## src/rtl/shmdb_pkg.sv

```systemverilog
package shmdb_pkg;
  // Word index within the register window (byte offset / 4).
  typedef enum logic [5:0] {
    W_MASK = 6'd0,
    W_STAT = 6'd1,
    W_NODE = 6'd2,
    W_BELL = 6'd3
  } reg_word_e;

  localparam int unsigned WORD_BITS = 6;
  localparam int unsigned ADDR_BITS = WORD_BITS + 2;
endpackage

```

## src/rtl/shmdb_regfile.sv

```systemverilog
module shmdb_regfile
  import shmdb_pkg::*;
#(
  parameter int unsigned DW = 32,
  parameter int unsigned PW = 16
) (
  input  logic                 clk,
  input  logic                 rst_n,
  input  logic                 acc,
  input  logic                 we,
  input  logic [WORD_BITS-1:0] word,
  input  logic [DW-1:0]        wdata,
  input  logic [PW-1:0]        node_id,
  output logic [DW-1:0]        mask_q,
  output logic [DW-1:0]        status_q,
  output logic                 rd_valid,
  output logic [DW-1:0]        rd_data,
  output logic                 rd_err
);
  logic          rd_acc;
  logic          wr_acc;
  logic [DW-1:0] rmux;

  assign rd_acc = acc && !we;
  assign wr_acc = acc && we;

  always_comb begin
    rmux = '0;
    case (word)
      W_MASK:  rmux = mask_q;
      W_STAT:  rmux = status_q;
      W_NODE:  rmux = DW'(node_id);
      default: rmux = '0;
    endcase
  end

  always_ff @(posedge clk or negedge rst_n) begin
    if (!rst_n) begin
      mask_q   <= '0;
      status_q <= '0;
      rd_valid <= 1'b0;
      rd_data  <= '0;
      rd_err   <= 1'b0;
    end else begin
      rd_valid <= rd_acc;
      rd_err   <= rd_acc && (word == W_BELL);
      if (rd_acc) rd_data <= rmux;
      if (wr_acc && word == W_MASK) mask_q <= wdata;
      if (wr_acc && word == W_STAT) status_q <= wdata;
      if (rd_acc && word == W_STAT) status_q <= '0;
    end
  end

  p_mask_r2 : assert property (@(posedge clk) disable iff (!rst_n)
    (wr_acc && word == W_MASK) |=> (mask_q == $past(wdata)));

  p_rdclr_r3 : assert property (@(posedge clk) disable iff (!rst_n)
    (rd_acc && word == W_STAT) |=> (status_q == '0 && rd_data == $past(status_q)));

  p_bellerr_r5 : assert property (@(posedge clk) disable iff (!rst_n)
    rd_err |-> (rd_valid && rd_data == '0));
endmodule

```

## src/rtl/shmdb_out_slot.sv

```systemverilog
module shmdb_out_slot #(
  parameter int unsigned PW = 16,
  parameter int unsigned VW = 16
) (
  input  logic          clk,
  input  logic          rst_n,
  input  logic          load,
  input  logic [PW-1:0] load_peer,
  input  logic [VW-1:0] load_vec,
  output logic          full,
  output logic          out_valid,
  input  logic          out_ready,
  output logic [PW-1:0] out_peer,
  output logic [VW-1:0] out_vec
);
  always_ff @(posedge clk or negedge rst_n) begin
    if (!rst_n) begin
      out_valid <= 1'b0;
      out_peer  <= '0;
      out_vec   <= '0;
    end else if (load) begin
      out_valid <= 1'b1;
      out_peer  <= load_peer;
      out_vec   <= load_vec;
    end else if (out_valid && out_ready) begin
      out_valid <= 1'b0;
    end
  end

  assign full = out_valid;

  p_hold_r6 : assert property (@(posedge clk) disable iff (!rst_n)
    (out_valid && !out_ready) |=> (out_valid && $stable(out_peer) && $stable(out_vec)));

  p_noclobber_r7 : assert property (@(posedge clk) disable iff (!rst_n)
    load |-> !out_valid);
endmodule

```

## src/rtl/shmdb_pending.sv

```systemverilog
module shmdb_pending #(
  parameter int unsigned NVEC = 2,
  parameter int unsigned PW   = 16,
  parameter int unsigned VW   = 16
) (
  input  logic            clk,
  input  logic            rst_n,
  input  logic            ev_valid,
  input  logic [PW-1:0]   ev_peer,
  input  logic [VW-1:0]   ev_vec,
  input  logic [PW-1:0]   node_id,
  input  logic [NVEC-1:0] ack,
  output logic [NVEC-1:0] pend
);
  logic to_me;
  assign to_me = ev_valid && (ev_peer == node_id);

  for (genvar i = 0; i < NVEC; i++) begin : g_vec
    logic hit;
    assign hit = to_me && (ev_vec == VW'(i));
    always_ff @(posedge clk or negedge rst_n) begin
      if (!rst_n) pend[i] <= 1'b0;
      else        pend[i] <= hit | (pend[i] & ~ack[i]);
    end
  end

  p_drop_r9 : assert property (@(posedge clk) disable iff (!rst_n)
    !(ev_valid && ev_peer == node_id && ev_vec < VW'(NVEC))
      |=> ((pend & ~$past(pend)) == '0));

  p_hold_r10 : assert property (@(posedge clk) disable iff (!rst_n)
    1'b1 |=> ((($past(pend) & ~$past(ack)) & ~pend) == '0));
endmodule

```

## src/rtl/shmdb_top.sv

```systemverilog
module shmdb_top
  import shmdb_pkg::*;
#(
  parameter int unsigned NVEC = 2
) (
  input  logic            clk,
  input  logic            rst_n,
  input  logic            reg_valid,
  output logic            reg_ready,
  input  logic            reg_we,
  input  logic [7:0]      reg_addr,
  input  logic [31:0]     reg_wdata,
  output logic            rd_valid,
  output logic [31:0]     rd_data,
  output logic            rd_err,
  input  logic [15:0]     node_id,
  output logic            irq,
  output logic            ev_out_valid,
  input  logic            ev_out_ready,
  output logic [15:0]     ev_out_peer,
  output logic [15:0]     ev_out_vec,
  input  logic            ev_in_valid,
  output logic            ev_in_ready,
  input  logic [15:0]     ev_in_peer,
  input  logic [15:0]     ev_in_vec,
  input  logic [NVEC-1:0] pend_ack,
  output logic [NVEC-1:0] pending
);
  localparam int unsigned DW = 32;
  localparam int unsigned PW = DW / 2;
  localparam int unsigned VW = DW - PW;

  logic [WORD_BITS-1:0] word;
  logic                 unused_lsb;
  logic                 slot_full;
  logic                 is_bell_wr;
  logic                 acc;
  logic [DW-1:0]        mask_q;
  logic [DW-1:0]        status_q;

  assign word       = reg_addr[ADDR_BITS-1:2];
  assign unused_lsb = ^reg_addr[1:0];
  assign is_bell_wr = reg_valid && reg_we && (word == W_BELL);
  assign reg_ready  = !(is_bell_wr && slot_full);
  assign acc        = reg_valid && reg_ready;
  assign irq        = |(mask_q & status_q);
  assign ev_in_ready = 1'b1;

  shmdb_regfile #(.DW(DW), .PW(PW)) u_regs (
    .clk      (clk),
    .rst_n    (rst_n),
    .acc      (acc),
    .we       (reg_we),
    .word     (word),
    .wdata    (reg_wdata),
    .node_id  (node_id),
    .mask_q   (mask_q),
    .status_q (status_q),
    .rd_valid (rd_valid),
    .rd_data  (rd_data),
    .rd_err   (rd_err)
  );

  shmdb_out_slot #(.PW(PW), .VW(VW)) u_slot (
    .clk       (clk),
    .rst_n     (rst_n),
    .load      (acc && is_bell_wr),
    .load_peer (reg_wdata[DW-1:VW]),
    .load_vec  (reg_wdata[VW-1:0]),
    .full      (slot_full),
    .out_valid (ev_out_valid),
    .out_ready (ev_out_ready),
    .out_peer  (ev_out_peer),
    .out_vec   (ev_out_vec)
  );

  shmdb_pending #(.NVEC(NVEC), .PW(PW), .VW(VW)) u_pend (
    .clk      (clk),
    .rst_n    (rst_n),
    .ev_valid (ev_in_valid),
    .ev_peer  (ev_in_peer),
    .ev_vec   (ev_in_vec),
    .node_id  (node_id),
    .ack      (pend_ack),
    .pend     (pending)
  );

  p_stall_r7 : assert property (@(posedge clk) disable iff (!rst_n)
    !reg_ready |-> (reg_valid && reg_we && word == W_BELL && ev_out_valid));

  p_irq_r8 : assert property (@(posedge clk) disable iff (!rst_n)
    (irq == 1'b0) |-> ((mask_q & status_q) == '0));

  p_bell_r6 : assert property (@(posedge clk) disable iff (!rst_n)
    (acc && is_bell_wr) |=> (ev_out_valid && ev_out_peer == $past(reg_wdata[31:16])
                             && ev_out_vec == $past(reg_wdata[15:0])));
endmodule

```

## config.mk

```make
export PLATFORM = sky130hd
export DESIGN_NAME = shmdb_top
export DESIGN_NICKNAME = d
export VERILOG_FILES = /design/src/rtl/shmdb_pkg.sv /design/src/rtl/shmdb_regfile.sv /design/src/rtl/shmdb_out_slot.sv /design/src/rtl/shmdb_pending.sv /design/src/rtl/shmdb_top.sv
export SDC_FILE = /design/constraint.sdc
export NUM_CORES = 1
export LEC_CHECK = 0
export ABC_AREA = 1
export BUFFER_PORTS_ARGS = -buffer_cell sky130_fd_sc_hd__buf_2
export CORE_MARGIN = 2
export CORE_UTILIZATION = 52
export CTS_CLUSTER_DIAMETER = 40
export DETAILED_ROUTE_END_ITERATION = 7
export GPL_TIMING_DRIVEN = 1
export PLACE_DENSITY = 0.87
export SLEW_MARGIN = 20
export SYNTH_ARGS = -nofsm -noshare
export SYNTH_HDL_FRONTEND = slang
export SYNTH_SLANG_ARGS = --single-unit
```

## constraint.sdc

```tcl
create_clock -name clk -period 1.4 [get_ports clk]
set_input_delay 0 -clock clk [delete_from_list [all_inputs] [get_ports clk]]
set_output_delay 0 -clock clk [all_outputs]
set_load 0.005 [all_outputs]
```

==> out/metrics.yaml, run 1 <==
outcome: "finished, violations left"
violations: "setup timing"
cts_tree: "built"
syn_nets: 870
dp_slack_ns: 0.134
synth_seq_cells: 133
leakage_uw: 0.00497
drtIter0Drc: 336
placed_area_um2: 7510
finalNonFillerCells: 1176
sequential_cell_area_um2: 3330
antenna_found_initial: 1
final_cell_mix: "nand2_1, buf_2, dfrtp_1"
core_area_um2: 12000
syn_inst: 774
drv_slew: 0
grt_start_max_net_pins: 52
fin_skew_ns: 0.00657
power_density_nw_per_um2: 1130
finalSetupViolations: 1
io_buffers: 164
synth_top_area_frac: 0.518
cts_buffers: 17
yosysTopAreaCell: "dfrtp_1"
hold_viol_final: 0
rows: 40
mostFrequentLayoutCell: "nand2_1"
wl_um: 19500
setup_ws_ns: -0.262
maxCapViolations: 0
cp.required_ns: 1.40
drive_above_1_share: 0.299
critical_path_arrival_ns: 1.66
first_global_vias: 6176
dieArea_um2: 13300
max-slew-margin-rel: 0.649
nets: 1111
antenna_left: 0
io_pins: 168
period_needed_ns: 1.66
rsz0062_at_grt: "true"
seq_area_frac_synth: 0.518
hp-class: "input pin to flop"
worst_pin_slew_ns: 0.526
whs_ns: 0.0734
crit_type: "flop to primary output"
via_per_inst: 5.27
path_clk_slew_ns: 0.06
start_util: 0.534
die_y_um: 115
vias: 6195
clock.fmax_ghz: 0.602
synth.cell_area_um2: 6420
routabilityCongestion: 0.791
postSynthAreaPerCell_um2: 8.29
dp.cells: 1071
yosysWarnings: 0
cp-start-kind: "flop"
dr.pass1.iters: 7
ir_worst_vdd_v: 0.000858
areaGrowthSynthToFinish_pct: 40.6
drc: 0
fill_cells: 830
cts_root_buf: "clkbuf_16"
grt_pass1_wl_um: 29100
cts.sinks: 133
design_area_um2: 9020
cp_max_fo: 3
track_usage: 0.287
wire_per_inst_um: 16.6
period_share: 1.19
clockBufferDepth: 2
insertion_delay_ns: 0.43
worst_setup_path_end_kind: "primary output"
multi_input_comb_area_um2: 2600
htree_num_levels: 4
die_x_um: 115
hpwlAfterDp_um: 11800
yosys-top-cells-area: "dfrtp_1, nand2_1, o21ai_2"
overflow: 0
synthDistinctLibCells: 34
-- through the flow --
step / utilization / TNS, ns / power [uW]
final: 0.751 / -0.262 / 10200
after global routing: 0.751 / -0.319 / 10600
after CTS: 0.728 / -0.284 / 10200
after detailed placement: 0.625 / 0 / 5510
after global placement: 0.625 / 0 / 5460
after floorplan: - / 0 / 4940
-- sequential cells by signal, indices dropped and copies added (netlist names) --
register and cells:
u_regs.status_q 32, u_slot.out_peer 16, u_regs.rd_data 32, u_regs.mask_q 32, u_slot.out_vec 16, u_regs.rd_err 1
u_regs.rd_valid 1, u_slot.full 1, u_pend.pend 2
-- metal layers --
layer  global-route usage  part of all wire  vias up
li1                     -                 -     2912
met1                0.322              0.38     2970
met2                0.519              0.53      260
met3               0.0601             0.062       53
met4                0.138             0.031        0
met5                    0                 0        -
-- layout make-up --
| type | instances | share of cell area |
|---|---|---|
| diodes | 1 | 0.000277 |
| flip-flops and latches | 133 | 0.369 |
| well taps | 147 | 0.0204 |
| repair buffers | 256 | 0.218 |
| clock inverters | 10 | 0.0141 |
| clock buffers | 22 | 0.0526 |
| inverters | 89 | 0.0381 |
| multi-input cells | 518 | 0.288 |
-- Yosys cell counts (all sizes together) --
cell,instances
a21oi,1
a221oi,1
a22o,7
buf,26
clkbuf,8
clkinv,2
conb,1
dfrtp,133
inv,87
nand2,306
nand3,53
nand4,3
nor2,34
nor3,3
o211ai,1
o21ai,90
o22ai,13
xnor2,4
xor2,1
-- where the power goes --
group	switching [uW]	internal [uW]	total, uW
logic	725	596	1320
clock network	1640	2920	4560
registers	191	4150	4340
-- worst max-delay path, cell delays in order, from the launching register on --
cell,delay (ns)
dfrtp_1,0.42
a22o_1,0.23
nor2_1,0.12
nand2_1,0.11
nor2_2,0.15
nand2_1,0.06
buf_2,0.13
-- path summary, 6_finish.rpt --
| kind | from | endpoint | slack, ns | cells past startpoint |
|---|---|---|---|---|
| min | node_id[10] | u_regs.rd_data[10] | 0.07 | 5 |
| min in group asynchronous | rst_n | u_slot.out_peer[8] | 0.09 | 2 |
| min reg2reg | u_regs.rd_data[25] | u_regs.rd_data[25] | 0.48 | 2 |
| max in group asynchronous | rst_n | u_regs.mask_q[7] | 0.76 | 3 |
| max | u_regs.status_q[5] | irq | -0.26 | 6 |
| max reg2reg | u_slot.full | u_regs.status_q[22] | 0.11 | 6 |
-- kinds of logic (layout without fill, tap and decap cells) --
| logic type | Yosys count | in the layout | synth area share |
|---|---|---|---|
| other | 1 | 2 | 0.000584 |
| buffers and inverters | 123 | 377 | 0.0871 |
| and+or+nand+nor | 399 | 399 | 0.267 |
| AOI/OAI and AO/OA | 113 | 113 | 0.120 |
| DFF | 133 | 133 | 0.518 |
| xor gates and xnor gates | 5 | 5 | 0.00682 |
-- timing repair --
action	CTS	global route
pin swaps	5	15
endpoints found under the setup margin	1	86
resized for setup	1	29
hold endpoints to repair	249	0
cloned	0	8
hold buffers	60	0
setup buffers	3	8
Power figures use the tool's default switching activity.
==> inputs of run 2 (changes only) <==
--- a/config.mk
+++ b/config.mk
@@ -7,12 +7,14 @@
 export LEC_CHECK = 0
 export ABC_AREA = 1
 export BUFFER_PORTS_ARGS = -buffer_cell sky130_fd_sc_hd__buf_2
+export CORE_ASPECT_RATIO = 0.75
 export CORE_MARGIN = 2
-export CORE_UTILIZATION = 52
+export CORE_UTILIZATION = 48
 export CTS_CLUSTER_DIAMETER = 40
 export DETAILED_ROUTE_END_ITERATION = 7
+export GPL_ROUTABILITY_DRIVEN = 1
 export GPL_TIMING_DRIVEN = 1
-export PLACE_DENSITY = 0.87
+export PLACE_DENSITY = 0.85
 export SLEW_MARGIN = 20
 export SYNTH_ARGS = -nofsm -noshare
 export SYNTH_HDL_FRONTEND = slang
==> constraint.sdc (replaced) <==
create_clock -name clk -period 1.5 [get_ports clk]
set_input_delay 0 -clock clk [delete_from_list [all_inputs] [get_ports clk]]
set_output_delay 0 -clock clk [all_outputs]
set_load 0.005 [all_outputs]
==> run 2 against run 1 <==
Against the previous run: the run still ends with setup timing left; clock skew is 0.0039 ns higher; final cell count is 1.4% higher; final area decreased by 2.4%; flip-flop and latch count unchanged; clock power is 8.6% lower; worst setup slack gained 0.19 ns; routed wire length decreased by 4.0%; via count shrank 2.7%; core utilization fell by 7.4 points; critical path type unchanged; critical endpoint unchanged; largest cell class unchanged; largest power group unchanged; highest routed layer unchanged.
==> out/metrics.yaml, run 2 (same netlist as run 1, synthesis figures left out) <==
vias: 6026
maxCapViolations: 0
cts_tree: "built"
drc: 0
fin_skew_ns: 0.0105
crit_type: "flop to primary output"
track_usage: 0.264
rsz0062_at_grt: "true"
drv_slew: 0
cts.sinks: 133
antenna_left: 0
design_area_um2: 8810
routabilityCongestion: 0.794
dr.pass1.iters: 5
die_y_um: 104
cts_root_buf: "clkbuf_16"
dieArea_um2: 14300
htree_num_levels: 4
clockBufferDepth: 2
cp_max_fo: 3
ir_worst_vdd_v: 0.000772
critical_path_arrival_ns: 1.57
overflow: 0
worst_setup_path_end_kind: "primary output"
via_per_inst: 5.05
placed_area_um2: 7490
cp-start-kind: "flop"
top_regs: "u_regs.mask_q (32), u_regs.rd_data (32), u_regs.status_q (32)"
drive_above_1_share: 0.298
final_cell_mix: "nand2_1, buf_2, dfrtp_1"
die_x_um: 138
mostFrequentLayoutCell: "nand2_1"
start_util: 0.493
setup_ws_ns: -0.0743
dp_slack_ns: 0.207
period_share: 1.05
cp.required_ns: 1.50
grt_start_max_net_pins: 49
drtIter0Drc: 489
finalSetupViolations: 1
hp-class: "input pin to flop"
antenna_found_initial: 0
period_needed_ns: 1.57
core_area_um2: 13000
io_buffers: 164
clock.fmax_ghz: 0.635
nets: 1105
cts_buffers: 17
hpwlAfterDp_um: 12100
power_density_nw_per_um2: 1070
insertion_delay_ns: 0.41
grt_pass1_wl_um: 29300
n_antenna_cell: 0
io_pins: 168
path_clk_slew_ns: 0.06
areaGrowthSynthToFinish_pct: 37.2
setup_tns_ns: -0.0743
outcome: "finished, violations left"
hold_viol_final: 0
wire_per_inst_um: 15.7
leakage_uw: 0.00482
first_global_vias: 6037
wl_um: 18700
violations: "setup timing"
rows: 36
run 2: changes by cell type in the layout (fill, tap and decap cells not counted), sizes merged:
cell,delta
dlymetal6s4s,-4
buf,+2
dlygate4sd3,-2
clkinv,-1
diode,-1
inv,-1
run 2: power by group:
| part | total (uW) | switching [uW] | internal [uW] |
|---|---|---|---|
| sequential | 4050 | 184 | 3870 |
| clock | 4170 | 1510 | 2660 |
| combinational | 1190 | 655 | 539 |
| total | 9420 | 2350 | 7070 |
run 2: final timing paths:
check                                         start             endpoint  slack (ns)  cells after the start
worst max-delay path            u_regs.status_q[14]                  irq       -0.07                      6
worst max register to register          u_slot.full  u_regs.status_q[29]        0.19                      7
max in group asynchronous                     rst_n          u_slot.full        0.84                      3
worst min register to register   u_regs.rd_data[19]   u_regs.rd_data[19]        0.47                      2
min in group asynchronous                     rst_n    u_slot.out_vec[5]        0.09                      2
worst min-delay path                     node_id[0]    u_regs.rd_data[0]       0.002                      5
run 2: area by class of cell:
| cell class | instances | area, um^2 |
|---|---|---|
| Sequential cell | 133 | 3330 |
| Timing Repair Buffer | 250 | 1770 |
| Tap cell | 171 | 214 |
| Fill cell | 1028 | 4210 |
| Clock inverter | 8 | 125 |
| Inverter | 89 | 335 |
| Multi-Input combinational cell | 518 | 2580 |
| Clock buffer | 24 | 462 |
run 2: timing repair:
item	in CTS	in global routing
pin swaps	3	24
cloned	0	3
buffers inserted	1	10
hold buffers	55	1
setup endpoints to repair	1	63
gates resized for setup	3	22
endpoints found under the hold margin	244	2
run 2: layer usage:
metal | routed length [um] | global-route usage | vias up
li1 | - | - | 2905
met2 | 8850 | 0.430 | 235
met1 | 8370 | 0.356 | 2865
met5 | 0 | 0 | -
met3 | 1290 | 0.0595 | 21
met4 | 222 | 0.0729 | 0
run 2: stage by stage:
| stage | cells | utilization | hold WS [ns] | power [uW] |
|---|---|---|---|---|
| 5_1_grt | 1193 | 0.677 | 0.0169 | 9820 |
| 3_3_place_gp | 1098 | 0.575 | -0.0286 | 5090 |
| 2_1_floorplan | 774 | - | -0.296 | 4610 |
| 4_1_cts | 1186 | 0.664 | 0.000611 | 9410 |
| 3_5_place_dp | 1098 | 0.575 | -0.0312 | 5130 |
| 6_report | 1193 | 0.677 | 0.00182 | 9420 |
run 2: worst max-delay path, stage by stage, from the launching register on:
cell and delay [ns]:
dfrtp_1 0.40, a22o_1 0.27, nor2_2 0.14, nand2_2 0.08
nor2_2 0.10, nand2_1 0.05, buf_2 0.13
==> inputs of run 3 (changes only) <==
--- a/config.mk
+++ b/config.mk
@@ -7,14 +7,16 @@
 export LEC_CHECK = 0
 export ABC_AREA = 1
 export BUFFER_PORTS_ARGS = -buffer_cell sky130_fd_sc_hd__buf_2
+export CELL_PAD_IN_SITES_DETAIL_PLACEMENT = 0
+export CELL_PAD_IN_SITES_GLOBAL_PLACEMENT = 1
 export CORE_ASPECT_RATIO = 0.75
 export CORE_MARGIN = 2
-export CORE_UTILIZATION = 48
+export CORE_UTILIZATION = 35
 export CTS_CLUSTER_DIAMETER = 40
 export DETAILED_ROUTE_END_ITERATION = 7
 export GPL_ROUTABILITY_DRIVEN = 1
 export GPL_TIMING_DRIVEN = 1
-export PLACE_DENSITY = 0.85
+export PLACE_DENSITY = 0.84
 export SLEW_MARGIN = 20
 export SYNTH_ARGS = -nofsm -noshare
 export SYNTH_HDL_FRONTEND = slang
==> run 3 against run 2 <==
Against the previous run: the flow still finishes with violations (setup timing); first-iteration DRC count shrank 33%; clock power is 1% lower; worst setup slack gained 0.013 ns; via count is 5.3% lower; maximum frequency is 0.82% higher; clock-buffer cell count decreased by 7; final cell count rose by 4.9%; critical path depth did not move; power shrank 1.1%; largest power group unchanged; die area up 36%.
==> out/metrics.yaml, run 3 (same netlist as run 1, synthesis figures left out) <==
path_clk_slew_ns: 0.06
clock.fmax_ghz: 0.640
areaGrowthSynthToFinish_pct: 36.8
dp_slack_ns: 0.228
grt_start_max_net_pins: 65
leakage_uw: 0.00477
via_per_inst: 4.56
drtIter0Drc: 326
antenna_left: 0
dr.pass1.iters: 4
setup_tns_ns: -0.0615
cts_buffers: 17
rows: 42
crit_type: "flop to primary output"
hold_viol_final: 0
routabilityCongestion: 0.768
max-slew-margin-rel: 0.493
ir_worst_vdd_v: 0.000435
violations: "setup timing"
cts.sinks: 133
io_buffers: 164
crit_path_cell_trace: "a22o_1 -> nor2_1 -> nand2_2 -> nor2_2 -> nand2_1 -> buf_2"
die_y_um: 121
overflow: 0
die_x_um: 160
dieArea_um2: 19500
hp-class: "input pin to flop"
fin_skew_ns: 0.0126
maxCapViolations: 0
critical_path_arrival_ns: 1.56
antenna_found_initial: 1
clockBufferDepth: 2
io_pins: 168
worst_setup_path_end_kind: "primary output"
core_area_um2: 17800
htree_num_levels: 4
start_util: 0.360
insertion_delay_ns: 0.43
first_global_vias: 5776
worst_pin_slew_ns: 0.758
finalSetupViolations: 1
top_regs: "u_regs.mask_q (32), u_regs.rd_data (32), u_regs.status_q (32)"
rsz0062_at_grt: "true"
drive_above_1_share: 0.283
cts_root_buf: "clkbuf_16"
grt_pass1_wl_um: 29700
drv_slew: 0
vias: 5707
drc: 0
track_usage: 0.196
mostFrequentLayoutCell: "nand2_1"
cts_tree: "built"
wl_um: 18100
wire_per_inst_um: 14.5
cp.required_ns: 1.50
cpPeakStageDelay_ns: 0.39
cp-start-kind: "flop"
slowest_stage: "dfrtp_1"
cp_max_fo: 3
period_share: 1.04
nets: 1093
hpwlAfterDp_um: 12600
final_cell_mix: "nand2_1, buf_2, dfrtp_1"
outcome: "finished, violations left"
setup_ws_ns: -0.0615
period_needed_ns: 1.56
power_density_nw_per_um2: 1060
-- run 3: worst paths after layout --
kind / from / endpoint / slack (ns) / cells after the start
setup / recovery: u_regs.mask_q[9] / irq / -0.06 / 6
max in group asynchronous: rst_n / u_pend.pend[0] / 0.23 / 3
hold / removal: node_id[1] / u_regs.rd_data[1] / 0.01 / 5
hold reg to reg: u_regs.rd_data[19] / u_regs.rd_data[19] / 0.47 / 2
setup reg to reg: u_slot.full / u_regs.status_q[4] / 0.24 / 6
min in group asynchronous: rst_n / u_regs.mask_q[13] / 0.14 / 3
-- run 3: per-layer routing --
layer | vias to the layer above | global-route usage | part of all wire
met1 | 2655 | 0.278 | 0.50
li1 | 2879 | - | -
met4 | 0 | 0.0428 | 0.0057
met5 | - | 0 | 0
met3 | 9 | 0.0608 | 0.073
met2 | 164 | 0.296 | 0.43
-- run 3: where the power goes --
group	total, uW	leakage (uW)	internal [uW]	switching, uW
Sequential	4030	0.00178	3870	164
Clock	4110	0.000273	2450	1660
Combinational	1170	0.00272	535	637
Total	9320	0.00477	6850	2460
-- run 3: cell type report --
cell class                      instances  area (um^2)
Multi-Input combinational cell        518         2570
Inverter                               89          335
Clock buffer                           17          425
Timing Repair Buffer                  238         1670
Fill cell                            1739         9030
Sequential cell                       133         3330
Clock inverter                         14          153
Antenna cell                            1         2.50
Tap cell                              242          303
-- run 3: through the flow --
stage               instances  cell area [um^2]  total power, uW  hold WS (ns)   util
floorplan                 774              6420             4610        -0.296      -
global placement         1165              7590             5110        -0.144  0.426
detailed placement       1165              7590             5140        -0.144  0.426
CTS                      1254              8750             9400       0.00168  0.491
global route             1251              8780             9770        0.0311  0.493
finish                   1252              8780             9320       0.00968  0.493
-- run 3: repair_timing --
item                                    4_1_cts  5_1_grt
gates resized for setup                       1       11
buffers inserted                              1        4
hold endpoints to repair                    247        0
gates cloned                                  0        0
pin swaps                                     2       18
endpoints found under the setup margin        1        3
hold buffers                                 57        0
-- run 3: worst max-delay path: cells and delay by family, from the launching register on --
kind | cells | cell delay (ns)
compound gates | 1 | 0.24
flops | 1 | 0.39
simple gates | 4 | 0.37
buf+inv | 1 | 0.13
